[src/rtl/aou_pkg.sv]
package aou_pkg;
  typedef enum logic [1:0] {
    FN_ADD = 2'b00,
    FN_AND = 2'b01,
    FN_XOR = 2'b10,
    FN_OR  = 2'b11
  } aou_func_e;

  typedef enum logic [1:0] {
    RD_X    = 2'b00,
    RD_Y    = 2'b01,
    RD_RES  = 2'b10,
    RD_NONE = 2'b11
  } aou_rd_e;

  typedef struct packed {
    logic carry;
    logic ovf;
  } aou_flags_t;
endpackage

[src/rtl/aou_operand_regs.sv]
module aou_operand_regs #(
  parameter int DATA_W = 16,
  parameter int SEL_W  = 2
) (
  input  logic              clk,
  input  logic              rst,
  input  logic              x_wr_en,
  input  logic [DATA_W-1:0] x_wr_data,
  input  logic              y_wr_en,
  input  logic [DATA_W-1:0] y_wr_data,
  input  logic              fo_en,
  input  logic [SEL_W-1:0]  fo_func,
  input  logic              stat_wr_en,
  input  logic [SEL_W-1:0]  stat_func,
  output logic [DATA_W-1:0] x_q,
  output logic [DATA_W-1:0] y_q,
  output logic [SEL_W-1:0]  sel_q,
  output logic [DATA_W-1:0] x_next,
  output logic [DATA_W-1:0] y_next
);
  logic [SEL_W-1:0] sel_next;

  always_comb begin
    x_next = x_wr_en ? x_wr_data : x_q;
    y_next = y_wr_en ? y_wr_data : y_q;
    // the status-word write takes priority over a function-out command
    if (stat_wr_en)  sel_next = stat_func;
    else if (fo_en)  sel_next = fo_func;
    else             sel_next = sel_q;
  end

  always_ff @(posedge clk) begin
    if (rst) begin
      x_q   <= '0;
      y_q   <= '0;
      sel_q <= '0;
    end else begin
      x_q   <= x_next;
      y_q   <= y_next;
      sel_q <= sel_next;
    end
  end
endmodule

[src/rtl/aou_sum_stage.sv]
module aou_sum_stage
  import aou_pkg::*;
#(
  parameter int DATA_W = 16
) (
  input  logic              clk,
  input  logic              rst,
  input  logic [DATA_W-1:0] x_next,
  input  logic [DATA_W-1:0] y_next,
  output logic [DATA_W-1:0] sum_q,
  output aou_flags_t        flags_q
);
  localparam int MSB = DATA_W - 1;

  logic [DATA_W:0] wide_sum;
  aou_flags_t      flags_d;

  always_comb begin
    wide_sum      = {1'b0, x_next} + {1'b0, y_next};
    flags_d.carry = wide_sum[DATA_W];
    flags_d.ovf   = (x_next[MSB] == y_next[MSB]) && (wide_sum[MSB] != x_next[MSB]);
  end

  always_ff @(posedge clk) begin
    if (rst) begin
      sum_q   <= '0;
      flags_q <= '0;
    end else begin
      sum_q   <= wide_sum[MSB:0];
      flags_q <= flags_d;
    end
  end
endmodule

[src/rtl/aou_result_mux.sv]
module aou_result_mux
  import aou_pkg::*;
#(
  parameter int DATA_W = 16,
  parameter int SEL_W  = 2
) (
  input  logic [DATA_W-1:0] x_q,
  input  logic [DATA_W-1:0] y_q,
  input  logic [DATA_W-1:0] sum_q,
  input  logic [SEL_W-1:0]  sel_q,
  input  logic [1:0]        rd_sel,
  output logic [DATA_W-1:0] result,
  output logic [DATA_W-1:0] rd_data
);
  logic [DATA_W-1:0] and_w, xor_w, or_w;

  for (genvar b = 0; b < DATA_W; b++) begin : g_bit
    assign and_w[b] = x_q[b] & y_q[b];
    assign xor_w[b] = x_q[b] ^ y_q[b];
    assign or_w[b]  = x_q[b] | y_q[b];
  end

  always_comb begin
    case (aou_func_e'(sel_q[1:0]))
      FN_ADD:  result = sum_q;
      FN_AND:  result = and_w;
      FN_XOR:  result = xor_w;
      default: result = or_w;
    endcase
    case (aou_rd_e'(rd_sel))
      RD_X:    rd_data = x_q;
      RD_Y:    rd_data = y_q;
      RD_RES:  rd_data = result;
      default: rd_data = '0;
    endcase
  end
endmodule

[src/rtl/arith_operator_unit.sv]
module arith_operator_unit
  import aou_pkg::*;
#(
  parameter int DATA_W = 16,
  parameter int SEL_W  = 2
) (
  input  logic              clk,
  input  logic              rst,
  input  logic              x_wr_en,
  input  logic [DATA_W-1:0] x_wr_data,
  input  logic              y_wr_en,
  input  logic [DATA_W-1:0] y_wr_data,
  input  logic              fo_en,
  input  logic [SEL_W-1:0]  fo_func,
  input  logic              stat_wr_en,
  input  logic [SEL_W-1:0]  stat_func,
  input  logic [1:0]        rd_sel,
  output logic [DATA_W-1:0] rd_data,
  output logic [DATA_W-1:0] result,
  output logic [SEL_W-1:0]  func_sel,
  output logic              carry_flag,
  output logic              ovf_flag,
  input  logic [2:1]        skip_req,
  output logic              skip_hit
);
  logic [DATA_W-1:0] x_q, y_q, x_next, y_next, sum_q;
  logic [SEL_W-1:0]  sel_q;
  aou_flags_t        flags_q;

  aou_operand_regs #(.DATA_W(DATA_W), .SEL_W(SEL_W)) u_regs (
    .clk(clk), .rst(rst),
    .x_wr_en(x_wr_en), .x_wr_data(x_wr_data),
    .y_wr_en(y_wr_en), .y_wr_data(y_wr_data),
    .fo_en(fo_en), .fo_func(fo_func),
    .stat_wr_en(stat_wr_en), .stat_func(stat_func),
    .x_q(x_q), .y_q(y_q), .sel_q(sel_q),
    .x_next(x_next), .y_next(y_next)
  );

  aou_sum_stage #(.DATA_W(DATA_W)) u_sum (
    .clk(clk), .rst(rst),
    .x_next(x_next), .y_next(y_next),
    .sum_q(sum_q), .flags_q(flags_q)
  );

  aou_result_mux #(.DATA_W(DATA_W), .SEL_W(SEL_W)) u_mux (
    .x_q(x_q), .y_q(y_q), .sum_q(sum_q), .sel_q(sel_q),
    .rd_sel(rd_sel), .result(result), .rd_data(rd_data)
  );

  assign func_sel   = sel_q;
  assign carry_flag = flags_q.carry;
  assign ovf_flag   = flags_q.ovf;
  assign skip_hit   = (skip_req[1] & flags_q.carry) | (skip_req[2] & flags_q.ovf);
endmodule

[config.mk]
export PLATFORM = sky130hd
export DESIGN_NAME = arith_operator_unit
export DESIGN_NICKNAME = d
export VERILOG_FILES = /design/src/rtl/aou_pkg.sv /design/src/rtl/aou_operand_regs.sv /design/src/rtl/aou_sum_stage.sv /design/src/rtl/aou_result_mux.sv /design/src/rtl/arith_operator_unit.sv
export SDC_FILE = /design/constraint.sdc
export NUM_CORES = 1
export LEC_CHECK = 0
export ABC_CLOCK_PERIOD_IN_PS = 4730
export BUFFER_PORTS_ARGS = -buffer_cell sky130_fd_sc_hd__buf_2
export CORE_MARGIN = 2
export CORE_UTILIZATION = 60
export CTS_BUF_LIST = sky130_fd_sc_hd__clkbuf_4 sky130_fd_sc_hd__clkbuf_8
export DETAILED_ROUTE_END_ITERATION = 16
export GPL_TIMING_DRIVEN = 0
export HOLD_SLACK_MARGIN = 0.03
export PLACE_DENSITY = 0.86
export SYNTH_ARGS = -nofsm -noshare
export SYNTH_HDL_FRONTEND = slang
export SYNTH_HIERARCHICAL = 1
export SYNTH_SLANG_ARGS = --single-unit
[constraint.sdc]
create_clock -name clk -period 4.73 [get_ports clk]
set_input_delay 0.946 -clock clk [delete_from_list [all_inputs] [get_ports clk]]
set_output_delay 0.946 -clock clk [all_outputs]
set_load 0.1 [all_outputs]
Word-level counts from Yosys, hierarchy flattened
Index checks and enable logic that the tools add are counted.
{"block": "totals", "word_cells": 74, "inputBits": 46, "register_bits": 52}
{"block": "op_classes", "bitwise_logic": 51, "n_mux": 6, "n_eq_ne": 6, "addsub": 1, "n_reduce_logical": 4}
{"op": "$pmux 16 s3", "count": 2}
{"op": "$mux 16", "count": 2}
{"op": "$and 1x1->1", "count": 18}
{"op": "$add 16x16->17", "count": 1}
{"op": "$or 1x1->1", "count": 17}
{"op": "$xor 1x1->1", "count": 16}
{"op": "$eq 2x1->1 const B", "count": 2}
{"op": "$eq 2x2->1 const B", "count": 2}
{"op": "$logic_not 2->1", "count": 2}
{"op": "$mux 2", "count": 2}
{"op": "$reduce_bool 2->1", "count": 1}
{"op": "$eq 1x1->1", "count": 1}
{"op": "$logic_and 1x1->1", "count": 1}
{"op": "$ne 1x1->1", "count": 1}

Depth between registers and ports, before layout
Gate-level depths: netlist of run 1.
{"block": "depth", "ltp_word": 4, "mapped_depth": 9, "ltp_nobuf": 8}

Hierarchy
The synthesis of run 1 kept the hierarchy.
{"mod": "aou_operand_regs", "area_per_inst_um2": 1423.9, "n_inst": 1, "seq_area_each_um2": 680.7, "cells_each": 112}
{"mod": "aou_result_mux", "area_per_inst_um2": 1380.1, "n_inst": 1, "seq_area_each_um2": 0.0, "cells_each": 159}
{"mod": "aou_sum_stage", "area_per_inst_um2": 1265.0, "n_inst": 1, "seq_area_each_um2": 360.3, "cells_each": 141}
{"mod": "arith_operator_unit", "area_per_inst_um2": 8.8, "n_inst": 1, "seq_area_each_um2": 0.0, "cells_each": 1}

Worst setup path after synthesis of run 1
Ideal clock, no wire load.
{"block": "synth_timing", "kind": "reg2out", "from": "register u_regs.sel_q[0]", "to": "output port rd_data[0]", "setup_slack_ns": 0.695, "required_ns": 3.784, "n_path_buf": 2, "stages_incl_launch_ff": 5, "arrival_time_ns": 3.089, "cell_sequence": "dfxtp_1 -> buf_2 -> buf_2 -> mux4_1 -> a21o_1"}
{"block": "synth_between", "elab_chain_len": 3}
{"item": "from (decl)", "line": "aou_operand_regs.sv:17", "rtl": "output logic [SEL_W-1:0] sel_q,"}
{"item": "from (signal assigned)", "line": "aou_operand_regs.sv:40", "rtl": "sel_q <= sel_next;"}
{"item": "$eq 2x2->1, or another cell as far along", "line": "aou_result_mux.sv:24", "rtl": "case (aou_func_e'(sel_q[1:0]))"}
{"item": "$pmux 16 s3 *", "line": "aou_result_mux.sv:24"}
{"item": "named net result[0]", "line": "arith_operator_unit.sv:19", "rtl": "output logic [DATA_W-1:0] result,"}
{"item": "$pmux 16 s3 *", "line": "aou_result_mux.sv:30", "rtl": "case (aou_rd_e'(rd_sel))"}
{"item": "to (decl)", "line": "arith_operator_unit.sv:18", "rtl": "output logic [DATA_W-1:0] rd_data,"}
Mark *: on every way through the listed nets, which the timed path passes. The rest lies on a longest branch.

Final worst setup path of run 1
{"block": "layout_timing", "from": "input port rd_sel[1]", "to": "output port rd_data[2]"}
{"block": "layout_between", "elab_chain_len": 2}
{"item": "from (decl)", "line": "arith_operator_unit.sv:17", "rtl": "input logic [1:0] rd_sel,"}
{"item": "$eq 2x2->1, or another cell as far along", "line": "aou_result_mux.sv:30"}
{"item": "$pmux 16 s3 *", "line": "aou_result_mux.sv:30"}
Every way passes the cells marked *; elsewhere a longest branch is shown, timed or not.

==> flow_metrics.tcl, run 1 <==
set metrics [dict create \
    final_nets 595 \
    clk_latency_ns 0.31 \
    setup-violations-final 0 \
    clockBufferDepth 2 \
    cts_tree "built" \
    yosysWarnings 6 \
    fin_crit_sh 0.762 \
    die_h_um 86.4 \
    skew_ns 0.0106 \
    layout_common_cells "buf_2 (83), dfxtp_1 (52), inv_1 (51)" \
    whs_ns 0.628 \
    grt_pass1_vias 3252 \
    drt_first_pass_iters 4 \
    ys_seq_area_frac 0.255 \
    path_clk_slew_ns 0.09 \
    finalMaxSlewViolations 0 \
    start_util 0.610 \
    cts_sinks 52 \
    hold_start "u_regs/sel_q[1]$_SDFFE_PP0P_" \
    critPathLaunchType "input pin" \
    syn_area_um2 4080 \
    rsz0062_at_grt "no" \
    status "finished clean" \
    end_kind "output pin" \
    dominantRegCellSynth "dfxtp_1" \
    final.min_clock_period_ns 3.61 \
    synth_edf_count 0 \
    coreArea_um2 6680 \
    arrival_ns 2.66 \
    route.detailed.drc 0 \
    hpwl_mm 7.25 \
    dieWidth_um 86.4 \
    crit_type "input pin to output pin" \
    cts-htree-levels 2 \
    root_buffer "clkbuf_8" \
    vias_per_cell 5.73 \
    tns_ns 0 \
    syn_inst 413 \
    final_common_cell "buf_2" \
    max-vdd-ir-drop_mv 0.173 \
    finalPower_mw 1.52 \
    critical_path.reg2reg.startpoint "u_regs/x_q[0]$_SDFF_PP0_" \
    fillers 514 \
    grt_usage 0.264 \
    diodes 0 \
    fin_util 0.704 \
    cp_max_fo 10 \
    grt_overflow 0 \
    initialDrtViolationCount 181 \
    synth_cell_type_count 47 \
    grt_pass1_wl_mm 15.2 \
    die_area_um2 7470 \
    tightest_slew_ns 0.699 \
    ant_nets 0 \
    gp_congestion 0.889 \
    total_leakage_power_nw 2.50 \
    grt_start_max_net_pins 16 \
    maxSlewHeadroom 0.534 \
    final_hold_viol_count 0 \
    numCtsBuffers 5 \
    antenna_found_initial 0 \
    totalWireLength_mm 9.86 \
    cp.required_ns 3.78 \
    ios 83 \
    fmax_ghz 0.277 \
    hold_buffers 0 \
    synth.avg_cell_area_um2 9.87 \
    io_buffers 80 \
    power_density_nw_per_um2 324 \
    area_delta_synth_final_pct 15.4 \
    synth_nets 508 \
    hold_path.class "register to register" \
    async_flop_share 0 \
    drive_above_1_share 0.297 \
    rows 30 \
    num_vias 3331 \
    max-cap-violations 0 \
    cts_post_setup_buffers_inserted 0 \
    routedWlPerCell_um 17.0 \
    synth_seq_cells 52 \
    crit_path_start "rd_sel[1]" \
    ctsResizeCount 0 \
]
[cell usage after synthesis, types with 2 or more instances]
cell / number / share of area
ha_1: 48 / 0.15
buf_2: 3 / 0.0037
mux2_2: 14 / 0.039
mux4_2: 5 / 0.028
a21oi_1: 23 / 0.028
o21ai_1: 4 / 0.0049
dfxtp_1: 52 / 0.26
mux2_4: 21 / 0.077
mux2i_1: 4 / 0.0098
a21oi_2: 3 / 0.0064
a21o_1: 21 / 0.039
mux4_1: 11 / 0.071
xor2_1: 4 / 0.0086
mux2_1: 2 / 0.0055
nand2_1: 21 / 0.019
a211oi_1: 2 / 0.0037
buf_6: 5 / 0.014
xnor2_1: 3 / 0.0064
a22o_1: 9 / 0.019
o21ai_0: 3 / 0.0037
nand2b_1: 10 / 0.015
nor2b_1: 43 / 0.066
nor2_1: 20 / 0.018
clkbuf_1: 9 / 0.0083
inv_1: 51 / 0.047
[report_power, final]
group          internal (mW)  total, mW  switching, mW
clock network          0.187      0.330          0.143
registers              0.478      0.502         0.0247
logic                  0.207      0.690          0.483
total                  0.872       1.52          0.650
[layer usage]
metal / part of all wire / track usage
met5: 0 / 0
met4: 0.028 / 0.115
met3: 0.048 / 0.0362
met2: 0.50 / 0.453
met1: 0.43 / 0.333
[worst paths after layout]
path	end	cells past startpoint	slack [ns]
hold / removal	u_regs/sel_q[1]$_SDFFE_PP0P_	2	0.63
setup reg to reg	u_sum/sum_q[12]$_SDFF_PP0_	8	2.16
setup / recovery	rd_data[2]	6	1.12
hold reg to reg	u_regs/sel_q[1]$_SDFFE_PP0P_	2	0.63
[worst max-delay path, cell delays in order]
cell	delay, ns
buf_2	0.11
clkbuf_1	0.31
nor2_1	0.55
a22o_1	0.23
a21o_1	0.08
buf_2	0.42
[layout make-up]
| cell class | instances | area [um^2] | area share |
|---|---|---|---|
| sequential | 52 | 1040 | 0.221 |
| clock inverter | 1 | 30.0 | 0.00638 |
| tap | 80 | 100 | 0.0213 |
| inverter | 51 | 191 | 0.0407 |
| timing repair buffer | 80 | 400 | 0.0851 |
| clock buffer | 7 | 96.3 | 0.0205 |
| buffer | 19 | 129 | 0.0274 |
| multi-input combinational | 291 | 2720 | 0.577 |
[cell families (layout without fill, tap and decap cells)]
family | after synthesis | in the layout | share of synthesized area
compound gates | 76 | 76 | 0.136
xor+xnor | 7 | 7 | 0.0150
fa+ha+maj | 49 | 49 | 0.152
buf+inv | 70 | 158 | 0.0785
flops | 52 | 52 | 0.255
mux | 57 | 57 | 0.230
simple gates | 102 | 102 | 0.133
[state kept, by name, indices dropped and copies added (netlist names)]
register / count
u_sum/flags_q: 2
u_sum/sum_q: 16
u_regs/sel_q: 2
u_regs/x_q: 16
u_regs/y_q: 16
[metrics by stage]
step | instances | worst slack [ns] | cell area [um^2]
2_1_floorplan | 413 | 0.695 | 4080
4_1_cts | 581 | 1.13 | 4700
3_5_place_dp | 573 | 1.15 | 4580
6_report | 581 | 1.12 | 4700
5_1_grt | 581 | 1.01 | 4700
3_3_place_gp | 573 | 1.15 | 4580
No activity file was read; power rests on OpenSTA's default activity.
==> inputs of run 2 (changes only) <==
Settings changed: ABC_AREA set to 1, ABC_CLOCK_PERIOD_IN_PS 4730 to 3100, CORE_UTILIZATION 60 to 53, PLACE_DENSITY 0.86 to 0.8.
Clock period 4.73 ns to 3.1 ns, I/O delays scaled along.
==> run 2 against run 1 <==
  * Critical path depth did not move
  * Global-route usage is 0.38 points higher
  * Via count grew 34%
  * Combinational power up 44%
  * Sequential share of layout area shrank 1.8 points
  * Non-clock buffer count unchanged
  * Clock skew barely moved
  * Register-to-register slack lost 1.1 ns
  * Critical path type unchanged
  * Critical endpoint is now rd_data[0]
  * Largest cell class unchanged
  * Largest power group unchanged
==> flow_metrics.tcl, run 2 <==
set metrics [dict create \
    grt_overflow 0 \
    cts_tree "built" \
    grt_most_used_layer "met2" \
    initialDrtViolationCount 245 \
    fmax_ghz 0.359 \
    synth.avg_cell_area_um2 6.70 \
    hold_buffers 0 \
    cp-endpoint "rd_data[0]" \
    maxSlewHeadroom 0.616 \
    drive_above_1_share 0.244 \
    dominantRegCellSynth "dfxtp_1" \
    r2r_end "u_sum/sum_q[12]$_SDFF_PP0_" \
    synth_top_family_by_area "simple AND/OR/NAND/NOR gates" \
    routedWlPerCell_um 14.2 \
    layout_common_cells "nand2_1 (220), inv_1 (87), buf_2 (82)" \
    yosysMostFrequentCell "nand2_1" \
    finalMaxSlewViolations 0 \
    met1_usage 0.355 \
    area_delta_synth_final_pct 13.9 \
    numCtsBuffers 5 \
    num_vias 4479 \
    rr_worst_depth 13 \
    coreArea_um2 8220 \
    die_area_um2 9250 \
    cts-htree-levels 2 \
    cp.depth 6 \
    max_stage_delay_ns 0.45 \
    dieWidth_um 96.2 \
    rsz0062_at_grt "no" \
    final_nets 853 \
    ctsResizeCount 0 \
    synth_xor_area_frac 0 \
    syn_area_um2 4500 \
    io_buffers 79 \
    grtUsageMet3 0.0298 \
    crit_buf_inv 3 \
    end_kind "output pin" \
    setup-violations-final 0 \
    grt.met2_usage 0.465 \
    ys_seq_area_frac 0.231 \
    antenna_found_initial 0 \
    critical_path.reg2reg.startpoint "u_regs/x_q[0]$_SDFF_PP0_" \
    max-vdd-ir-drop_mv 0.173 \
    synth_seq_cells 52 \
    arrival_ns 2.16 \
    status "finished clean" \
    final_common_cell "nand2_1" \
    die_h_um 96.2 \
    route.detailed.drc 0 \
    synthSimpleGateAreaFrac 0.394 \
    skew_ns 0.0110 \
    ant_nets 0 \
    drt_first_pass_iters 5 \
    fin_util 0.624 \
    crit_path_start "rd_sel[0]" \
    total_leakage_power_nw 2.83 \
    async_flop_share 0 \
    crit_top_cell "buf_2" \
    synth_compound_area_frac 0.113 \
    cts_post_setup_buffers_inserted 0 \
    tightest_slew_ns 0.576 \
    tns_ns 0 \
    gp_congestion 0.909 \
    fin_crit_sh 0.898 \
    synthAdderAreaFrac 0.138 \
    yosysWarnings 6 \
    final_hold_viol_count 0 \
    multi_input_area_um2 2900 \
    clockBufferDepth 2 \
    grt_usage 0.268 \
    grt_start_max_net_pins 16 \
    cp_max_fo 10 \
    root_buffer "clkbuf_8" \
    synth_top_area_cell "dfxtp_1" \
    cp.required_ns 2.48 \
    vias_per_cell 5.18 \
    synth_cell_type_count 33 \
    grt_pass1_vias 4031 \
    hpwl_mm 10.0 \
    clk_latency_ns 0.31 \
    path_clk_slew_ns 0.09 \
    max-cap-violations 0 \
    cp_cell_sequence "buf_2 -> nor2_1 -> buf_2 -> nand3_1 -> nand2_1 -> buf_2" \
    diodes 0 \
    synth_edf_count 0 \
    totalWireLength_mm 12.3 \
    reg_top3 "u_regs/x_q (16), u_regs/y_q (16), u_sum/sum_q (16)" \
    critPathLaunchType "input pin" \
    syn_inst 672 \
    synth_nets 767 \
    rrSetupSlack_ns 1.07 \
    ios 83 \
    grt_pass1_wl_mm 19.1 \
    cts_sinks 52 \
    synthTopCellsByArea "dfxtp_1 (23%), nand2_1 (18%), ha_1 (13%)" \
    regArea_um2 1040 \
    fillers 772 \
    crit_type "input pin to output pin" \
    ys_top_cells_by_count "nand2_1 (220), inv_1 (87), dfxtp_1 (52)" \
    hold_path.class "register to register" \
    start_util 0.548 \
    yosysTopAreaCellShare 0.231 \
    power_density_nw_per_um2 427 \
    final.min_clock_period_ns 2.78 \
    cp_slowest_cell "nor2_1" \
    muxShareOfSynthArea 0 \
    path_delay_family "buffers and inverters" \
    rows 33 \
]
==> run 2: area by class of cell <==
class | count | area share
plain buffers | 20 | 0.0380
clock buffers | 7 | 0.0176
clock inverters | 1 | 0.00146
inverters | 93 | 0.0712
multi-input cells | 507 | 0.566
flip-flops and latches | 52 | 0.203
well taps | 105 | 0.0256
repair buffers | 79 | 0.0771
==> run 2: worst min path at each step <==
stage / start / end / slack [ns] / cells past startpoint
global route: u_regs/x_q[9]$_SDFF_PP0_ / u_regs/x_q[9]$_SDFF_PP0_ / 0.53 / 2
floorplan: u_regs/y_q[10]$_SDFF_PP0_ / u_regs/y_q[10]$_SDFF_PP0_ / 0.47 / 2
global placement: u_regs/x_q[11]$_SDFF_PP0_ / u_regs/x_q[11]$_SDFF_PP0_ / 0.49 / 2
detailed placement: u_regs/x_q[8]$_SDFF_PP0_ / u_regs/x_q[8]$_SDFF_PP0_ / 0.50 / 2
CTS: u_regs/x_q[8]$_SDFF_PP0_ / u_regs/x_q[8]$_SDFF_PP0_ / 0.51 / 2
finish: u_regs/x_q[9]$_SDFF_PP0_ / u_regs/x_q[9]$_SDFF_PP0_ / 0.51 / 2
==> run 2: logic make-up (layout without fill, tap and decap cells) <==
group / count (synthesis) / after routing
compound gates: 82 / 82
simple gates: 376 / 376
buf+inv: 113 / 200
fa+ha+maj: 49 / 49
flops: 52 / 52
==> run 2: power breakdown <==
part	internal, mW	switching (mW)	total (mW)
Combinational	0.253	0.745	0.997
Sequential	0.721	0.0572	0.779
Clock	0.191	0.224	0.415
Total	1.16	1.03	2.19
==> run 2: worst register-to-register path, stage by stage (launching register included) <==
cell     delay [ns]
dfxtp_1        0.35
nand2_1        0.11
nand2_1        0.07
ha_1           0.27
fa_1           0.45
nand2_1        0.09
inv_1          0.05
nand2_1        0.05
nand2_1        0.09
nand3_1        0.08
nand3_1        0.13
nand2_1        0.09
nand2_1        0.05
nor2_1         0.08
==> run 2: stage by stage <==
step	power [mW]	area (um^2)	setup slack, ns	hold slack, ns	std cells
finish	2.19	5130	0.317	0.509	864
global route	2.30	5130	0.252	0.527	864
CTS	2.19	5130	0.330	0.511	864
detailed placement	1.78	5030	0.330	0.497	856
global placement	1.76	5030	0.354	0.487	856
floorplan	1.58	4510	0.0704	0.473	672
==> run 2: per-layer routing <==
metal / up-vias / routed length, um
met5: - / 0
met4: 0 / 133
met3: 12 / 580
met2: 118 / 5900
met1: 2064 / 5660
li1: 2285 / -
